==> src/rtl/rfs_pkg.sv <==
package rfs_pkg;
    localparam int HDR_W   = 8;
    localparam int PAY_W   = 32;
    localparam int FRAME_W = HDR_W + PAY_W;

    // header field positions inside the frame word
    localparam int ORG_POS = FRAME_W - 1;
    localparam int NODE_HI = FRAME_W - 2;
    localparam int NODE_LO = FRAME_W - 4;
    localparam int KIND_HI = FRAME_W - 5;
    localparam int KIND_LO = FRAME_W - HDR_W;

    typedef logic [FRAME_W-1:0] frame_t;

    // destination set of a routed frame
    typedef logic [2:0] dest_t;
    localparam int D_APP  = 0;
    localparam int D_SYNC = 1;
    localparam int D_FWD  = 2;

    // transmit sources, lower index wins
    localparam int SRC_SYNC = 0;
    localparam int SRC_FWD  = 1;
    localparam int SRC_APP  = 2;
    localparam int N_SRC    = 3;
endpackage

==> src/rtl/rfs_route.sv <==
module rfs_route
    import rfs_pkg::*;
#(
    parameter logic [2:0] MCAST_ID      = 3'd7,
    parameter logic [3:0] SYNC_KIND_MIN = 4'd12
) (
    input  logic       clk,
    input  logic       rst_n,
    input  logic       is_master,
    input  logic [2:0] node_id,
    input  logic       in_valid,
    output logic       in_ready,
    input  frame_t     in_frame,
    output logic       app_valid,
    input  logic       app_ready,
    output frame_t     app_frame,
    output logic       sync_valid,
    input  logic       sync_ready,
    output frame_t     sync_frame,
    output logic       fwd_valid,
    input  logic       fwd_ready,
    output frame_t     fwd_frame
);
    typedef struct packed {
        dest_t  pend;
        frame_t frame;
    } route_st_t;

    route_st_t  st_d, st_q;
    dest_t      dest_new;
    dest_t      taken;
    dest_t      left;
    logic       morg;
    logic [2:0] nid;
    logic [3:0] kind;

    always_comb begin
        morg = in_frame[ORG_POS];
        nid  = in_frame[NODE_HI:NODE_LO];
        kind = in_frame[KIND_HI:KIND_LO];

        dest_new = '0;
        if (kind >= SYNC_KIND_MIN) begin
            dest_new[D_SYNC] = 1'b1;
        end else if (is_master) begin
            dest_new[D_APP] = !morg;
        end else if (!morg) begin
            dest_new[D_FWD] = 1'b1;
        end else if (nid == MCAST_ID) begin
            dest_new[D_APP] = 1'b1;
            dest_new[D_FWD] = 1'b1;
        end else if (nid == node_id) begin
            dest_new[D_APP] = 1'b1;
        end else begin
            dest_new[D_FWD] = 1'b1;
        end

        taken         = '0;
        taken[D_APP]  = app_ready;
        taken[D_SYNC] = sync_ready;
        taken[D_FWD]  = fwd_ready;
        taken         = taken & st_q.pend;
        left          = st_q.pend & ~taken;
        in_ready      = (left == '0);

        st_d      = st_q;
        st_d.pend = left;
        if (in_valid && in_ready) begin
            st_d.pend  = dest_new;
            st_d.frame = in_frame;
        end
    end

    always_ff @(posedge clk) begin
        if (!rst_n) st_q <= '0;
        else        st_q <= st_d;
    end

    assign app_valid  = st_q.pend[D_APP];
    assign sync_valid = st_q.pend[D_SYNC];
    assign fwd_valid  = st_q.pend[D_FWD];
    assign app_frame  = st_q.frame;
    assign sync_frame = st_q.frame;
    assign fwd_frame  = st_q.frame;
endmodule

==> src/rtl/rfs_fifo.sv <==
module rfs_fifo #(
    parameter int W     = 40,
    parameter int DEPTH = 4
) (
    input  logic         clk,
    input  logic         rst_n,
    input  logic         in_valid,
    output logic         in_ready,
    input  logic [W-1:0] in_data,
    output logic         out_valid,
    input  logic         out_ready,
    output logic [W-1:0] out_data
);
    localparam int PTR_W = (DEPTH > 1) ? $clog2(DEPTH) : 1;
    localparam int CNT_W = $clog2(DEPTH + 1);
    localparam logic [PTR_W-1:0] LAST_PTR = PTR_W'(DEPTH - 1);
    localparam logic [CNT_W-1:0] FULL_CNT = CNT_W'(DEPTH);

    typedef struct packed {
        logic [DEPTH-1:0][W-1:0] mem;
        logic [PTR_W-1:0]        wr;
        logic [PTR_W-1:0]        rd;
        logic [CNT_W-1:0]        cnt;
    } fifo_st_t;

    fifo_st_t st_d, st_q;
    logic     push, pop;

    always_comb begin
        in_ready  = (st_q.cnt != FULL_CNT);
        out_valid = (st_q.cnt != '0);
        out_data  = st_q.mem[st_q.rd];
        push      = in_valid && in_ready;
        pop       = out_valid && out_ready;

        st_d = st_q;
        if (push) begin
            st_d.mem[st_q.wr] = in_data;
            st_d.wr = (st_q.wr == LAST_PTR) ? '0 : st_q.wr + 1'b1;
        end
        if (pop) begin
            st_d.rd = (st_q.rd == LAST_PTR) ? '0 : st_q.rd + 1'b1;
        end
        case ({push, pop})
            2'b10:   st_d.cnt = st_q.cnt + 1'b1;
            2'b01:   st_d.cnt = st_q.cnt - 1'b1;
            default: st_d.cnt = st_q.cnt;
        endcase
    end

    always_ff @(posedge clk) begin
        if (!rst_n) st_q <= '0;
        else        st_q <= st_d;
    end
endmodule

==> src/rtl/rfs_tx_arb.sv <==
module rfs_tx_arb #(
    parameter int W = 40,
    parameter int N = 3
) (
    input  logic                clk,
    input  logic                rst_n,
    input  logic [N-1:0]        src_valid,
    output logic [N-1:0]        src_ready,
    input  logic [N-1:0][W-1:0] src_data,
    output logic                tx_valid,
    input  logic                tx_ready,
    output logic [W-1:0]        tx_data
);
    typedef struct packed {
        logic         full;
        logic [W-1:0] data;
    } hold_st_t;

    hold_st_t st_d, st_q;
    logic     found;

    always_comb begin
        st_d      = st_q;
        src_ready = '0;
        found     = 1'b0;
        if (!st_q.full || tx_ready) begin
            for (int i = 0; i < N; i++) begin
                if (src_valid[i] && !found) begin
                    found        = 1'b1;
                    src_ready[i] = 1'b1;
                    st_d.data    = src_data[i];
                end
            end
            st_d.full = found;
        end
    end

    always_ff @(posedge clk) begin
        if (!rst_n) st_q <= '0;
        else        st_q <= st_d;
    end

    assign tx_valid = st_q.full;
    assign tx_data  = st_q.data;
endmodule

==> src/rtl/ring_frame_switch.sv <==
module ring_frame_switch
    import rfs_pkg::*;
#(
    parameter logic [2:0] MCAST_ID      = 3'd7,
    parameter logic [3:0] SYNC_KIND_MIN = 4'd12,
    parameter int         FIFO_DEPTH    = 4
) (
    input  logic               clk,
    input  logic               rst_n,
    input  logic               is_master,
    input  logic [2:0]         node_id,
    input  logic               rx_valid,
    output logic               rx_ready,
    input  logic [FRAME_W-1:0] rx_data,
    output logic               app_rx_valid,
    input  logic               app_rx_ready,
    output logic [FRAME_W-1:0] app_rx_data,
    output logic               sync_rx_valid,
    input  logic               sync_rx_ready,
    output logic [FRAME_W-1:0] sync_rx_data,
    input  logic               sync_tx_valid,
    output logic               sync_tx_ready,
    input  logic [FRAME_W-1:0] sync_tx_data,
    input  logic               app_tx_valid,
    output logic               app_tx_ready,
    input  logic [FRAME_W-1:0] app_tx_data,
    output logic               tx_valid,
    input  logic               tx_ready,
    output logic [FRAME_W-1:0] tx_data
);
    logic                      fwd_valid, fwd_ready;
    frame_t                    fwd_frame;
    logic [N_SRC-1:0]          q_in_valid, q_in_ready;
    logic [N_SRC-1:0]          q_out_valid, q_out_ready;
    logic [N_SRC-1:0][FRAME_W-1:0] q_in_data, q_out_data;

    rfs_route #(
        .MCAST_ID      (MCAST_ID),
        .SYNC_KIND_MIN (SYNC_KIND_MIN)
    ) u_route (
        .clk        (clk),
        .rst_n      (rst_n),
        .is_master  (is_master),
        .node_id    (node_id),
        .in_valid   (rx_valid),
        .in_ready   (rx_ready),
        .in_frame   (rx_data),
        .app_valid  (app_rx_valid),
        .app_ready  (app_rx_ready),
        .app_frame  (app_rx_data),
        .sync_valid (sync_rx_valid),
        .sync_ready (sync_rx_ready),
        .sync_frame (sync_rx_data),
        .fwd_valid  (fwd_valid),
        .fwd_ready  (fwd_ready),
        .fwd_frame  (fwd_frame)
    );

    assign q_in_valid[SRC_SYNC] = sync_tx_valid;
    assign q_in_data[SRC_SYNC]  = sync_tx_data;
    assign sync_tx_ready        = q_in_ready[SRC_SYNC];
    assign q_in_valid[SRC_FWD]  = fwd_valid;
    assign q_in_data[SRC_FWD]   = fwd_frame;
    assign fwd_ready            = q_in_ready[SRC_FWD];
    assign q_in_valid[SRC_APP]  = app_tx_valid;
    assign q_in_data[SRC_APP]   = app_tx_data;
    assign app_tx_ready         = q_in_ready[SRC_APP];

    for (genvar g = 0; g < N_SRC; g++) begin : g_srcq
        rfs_fifo #(
            .W     (FRAME_W),
            .DEPTH (FIFO_DEPTH)
        ) u_q (
            .clk       (clk),
            .rst_n     (rst_n),
            .in_valid  (q_in_valid[g]),
            .in_ready  (q_in_ready[g]),
            .in_data   (q_in_data[g]),
            .out_valid (q_out_valid[g]),
            .out_ready (q_out_ready[g]),
            .out_data  (q_out_data[g])
        );
    end

    rfs_tx_arb #(
        .W (FRAME_W),
        .N (N_SRC)
    ) u_arb (
        .clk       (clk),
        .rst_n     (rst_n),
        .src_valid (q_out_valid),
        .src_ready (q_out_ready),
        .src_data  (q_out_data),
        .tx_valid  (tx_valid),
        .tx_ready  (tx_ready),
        .tx_data   (tx_data)
    );
endmodule

==> config.mk <==
export PLATFORM = sky130hd
export DESIGN_NAME = ring_frame_switch
export DESIGN_NICKNAME = d
export VERILOG_FILES = /design/src/rtl/rfs_pkg.sv /design/src/rtl/rfs_route.sv /design/src/rtl/rfs_fifo.sv /design/src/rtl/rfs_tx_arb.sv /design/src/rtl/ring_frame_switch.sv
export SDC_FILE = /design/constraint.sdc
export NUM_CORES = 1
export LEC_CHECK = 0
export BUFFER_PORTS_ARGS = -buffer_cell sky130_fd_sc_hd__buf_2
export CELL_PAD_IN_SITES_DETAIL_PLACEMENT = 0
export CELL_PAD_IN_SITES_GLOBAL_PLACEMENT = 1
export CORE_AREA = 2 2 235 237
export CTS_BUF_LIST = sky130_fd_sc_hd__clkbuf_8
export CTS_CLUSTER_DIAMETER = 100
export CTS_CLUSTER_SIZE = 40
export DETAILED_ROUTE_END_ITERATION = 16
export DIE_AREA = 0 0 237 239
export GPL_ROUTABILITY_DRIVEN = 0
export PLACE_DENSITY_LB_ADDON = 0.1
export REMOVE_ABC_BUFFERS = 1
export SLEW_MARGIN = 20
export SYNTH_ARGS = -nofsm -noshare
export SYNTH_HDL_FRONTEND = slang
export SYNTH_SLANG_ARGS = --single-unit
==> constraint.sdc <==
create_clock -name clk -period 3.3 [get_ports clk]
set_input_delay 0.825 -clock clk [delete_from_list [all_inputs] [get_ports clk]]
set_output_delay 0.825 -clock clk [all_outputs]
set_load 0.03 [all_outputs]
==> flow_summary.toml <==
[clocking]
cts_inserted_buffers = 21
cts_setup_buffers = 0
cts_resized = 0
clock_sinks = 585
htreeDepth = 1
cts_hold_buf = 0
worstSkewPairLatency_ns = 0.69
cts_buffer_depth = 3
cts_root_buffer = "clkbuf_8"
clk_pin_slew_worst_paths_ns = 0.22
cts_tree = "done"

[floorplanning]
coreArea_um2 = 54340
num_rows = 86
die_h_um = 239
die_area_um2 = 56640
die_w_um = 237
start_util_pct = 45.39
ioPinCount = 258

[min_path]
whs_path_depth = 3
min_path_type = "in -> reg"
hold_path_startpoint = "rx_data[8]"
min_to = "u_route.app_frame[8]"

[routing]
drt_iter0_drc = 1622
drtPass1Iterations = 5
viasPerCell = 5.538
drtAntennaViolNets = 0
routedWlPerCell_um = 20.06
drc_errors = 0
wl_um = 74970
vias = 20700

[sta]
clock.fmax_ghz = 0.3248
finalClockSkew_ns = 0.05220
rsz0062_at_grt = "false"
maxSlewViolCount = 0
setup_viol = 0
worst_slew_pin_slew_ns = 0.8630
final_hold_viol_count = 0
finalCriticalPeriod_ns = 3.078
finalCritPeriodShare_pct = 93.28
max-slew-margin-rel_pct = 42.47

[global_route]
grt_pass1_wl_um = 114000
track_usage_pct = 25.77
grt_overflow = 0
grt_antenna_before_repair = 8
grt_max_degree = 113
grt_pass1_vias = 19340

[finish]
syn_to_final_growth_pct = 8.213
drive_gt1_share_pct = 16.21
multiInputGateArea_um2 = 11580
regArea_um2 = 11720
stdcell_count = 3738
finalNetCount = 3171
finalCoreUtilization_pct = 49.12
fillers = 5291

[placement]
place_hpwl_um = 47790
numPortBuffers = 257
placedCellCount = 3699

[critical_path]
path_class = "reg -> out"
cp_data_arrival_time_ns = 2.25
cp-start-kind = "register"
path_delay_family = "simple AND/OR/NAND/NOR gates"
regToRegSetupSlack_ns = 0.42
critPathBufInv = 1
crit_path_end_kind = "output port"
crit_path_max_incr_delay_ns = 0.58
critical_path.cell_chain = "nand4bb_1, and3_1, buf_2"
cpMaxStageDelayCell = "dfxtp_1"
reg2regPathDepth = 9
r2r_start = "g_srcq[0].u_q.st_q[0]"
worstReg2RegEnd = "g_srcq[2].u_q.st_q[2]"
cp.required_ns = 2.47
cp_max_fo = 11

[synth]
synth_ff_type = "dfxtp_1"
synth-edff-count = 0
synth.most_common_cell = "nand2_1"
ys_seq_area_share_pct = 47.48
synth-async-reset-ratio_pct = 0
yosys.cell_types.count = 38
ys_warn_count = 0
yosys-top-cells-count = "nand2_1 (1095), dfxtp_1 (585), a21oi_1 (539), clkbuf_1 (171), mux4_2 (120)"
synth_top_area_share_pct = 47.48
avgSynthCellArea_um2 = 8.321
synth_area_leaders = "dfxtp_1 (47%), nand2_1 (17%), mux4_2 (11%), a21oi_1 (11%), clkbuf_1 (2.6%)"
ys_ff_latch = 585
netlist_area_um2 = 24660
synth_top_area_cell = "dfxtp_1"
synth_cells = 2964

[flow_run]
max-cap-violations = 0

[power_and_ir_drop]
worst_ir_drop_vdd_mv = 0.8915
power_density_nw_per_um2 = 631.5
leakagePower_nw = 9.202

[outcome]
status = "completed"
-- power breakdown --
group	internal [mW]	leakage [nW]	switching, mW
registers	7.61	4.75	0.524
clock network	0.778	0.239	2.33
logic	1.94	4.21	3.67
-- placed cells by master (no fill, tap or decap), drive strengths merged, types with 2 or more instances in the layout --
master and instances:
nand2 1095, dfxtp 585, a21oi 539, buf 322, mux4 120, o21ai 85
nand3 57, a31oi 41, a21o 40, inv 24, clkbuf 21, ha 18
nor2 17, and3 13, or3 8, xor2 6, diode 5, nor3 5
or3b 3, nand2b 3, mux2i 3, fa 3, clkinv 3, nand4 2
a41oi 2, xnor2 2, clkinvlp 2
-- routing by layer --
metal,GRT usage [%],share of wire [%],up-vias
met4,6.559,2.2,6
li1,-,-,9994
met1,35.31,44,10070
met5,0,0.055,-
met2,43.45,49,564
met3,2.979,5.7,69
-- kinds of logic after synthesis --
family,after synthesis,share of synthesized area [%]
AND/OR/NAND/NOR,1207,19.17
AO/OA/AOI/OAI,712,15.15
flip-flops,585,47.48
buffers and inverters,308,5.682
multiplexers,123,11.08
adder cells (fa/ha/maj),21,1.157
XOR/XNOR,8,0.2841
-- layout make-up --
| cell class | count | area share (%) |
|---|---|---|
| well taps | 704 | 3.300 |
| clock buffers | 21 | 1.083 |
| multi-input cells | 2071 | 43.39 |
| diodes | 5 | 0.04688 |
| flip-flops and latches | 585 | 43.91 |
| inverters | 17 | 0.2672 |
| repair buffers | 322 | 7.304 |
| clock inverters | 13 | 0.7079 |
-- worst reg2reg max path: cells and delay by family (launching register included) --
family | cells | cell delay (ns)
compound gates | 1 | 0.14
xor+xnor | 1 | 0.18
fa+ha+maj | 2 | 0.56
buf+inv | 2 | 0.16
flops | 1 | 0.42
simple gates | 3 | 1.40
-- state kept, by name, indices dropped and copies added (netlist names) --
signal,count
u_arb.tx_data,40
u_route.app_frame,40
g_srcq.u_q.st_q,501
u_arb.tx_valid,1
u_route.app_valid,1
u_route.sync_valid,1
u_route.fwd_valid,1
-- worst max path at each step --
stage / from / endpoint / slack, ns / depth (start not counted)
6_report: u_route.fwd_valid / rx_ready / 0.22 / 3
3_5_place_dp: tx_ready / g_srcq[1].u_q.st_q[2] / 0.21 / 10
3_3_place_gp: tx_ready / g_srcq[1].u_q.st_q[2] / 0.31 / 10
5_1_grt: u_route.fwd_valid / rx_ready / 0.14 / 3
4_1_cts: u_route.fwd_valid / rx_ready / 0.20 / 3
2_1_floorplan: rst_n / u_route.app_valid / -2.39 / 4
-- stage by stage --
| step | hold slack (ns) | area (um2) | power, mW | worst slack (ns) | TNS [ns] |
|---|---|---|---|---|---|
| after global routing | 0.2817 | 26690 | 17.70 | 0.1385 | 0 |
| after floorplan | 0.4331 | 23330 | 11.51 | -2.389 | -1129.46 |
| final | 0.3300 | 26690 | 16.85 | 0.2216 | 0 |
| after detailed placement | 0.4448 | 26200 | 13.90 | 0.2097 | 0 |
| after CTS | 0.2833 | 26680 | 16.99 | 0.1956 | 0 |
| after global placement | 0.4382 | 26200 | 13.79 | 0.3120 | 0 |
No activity file was read; power rests on OpenSTA's default activity.
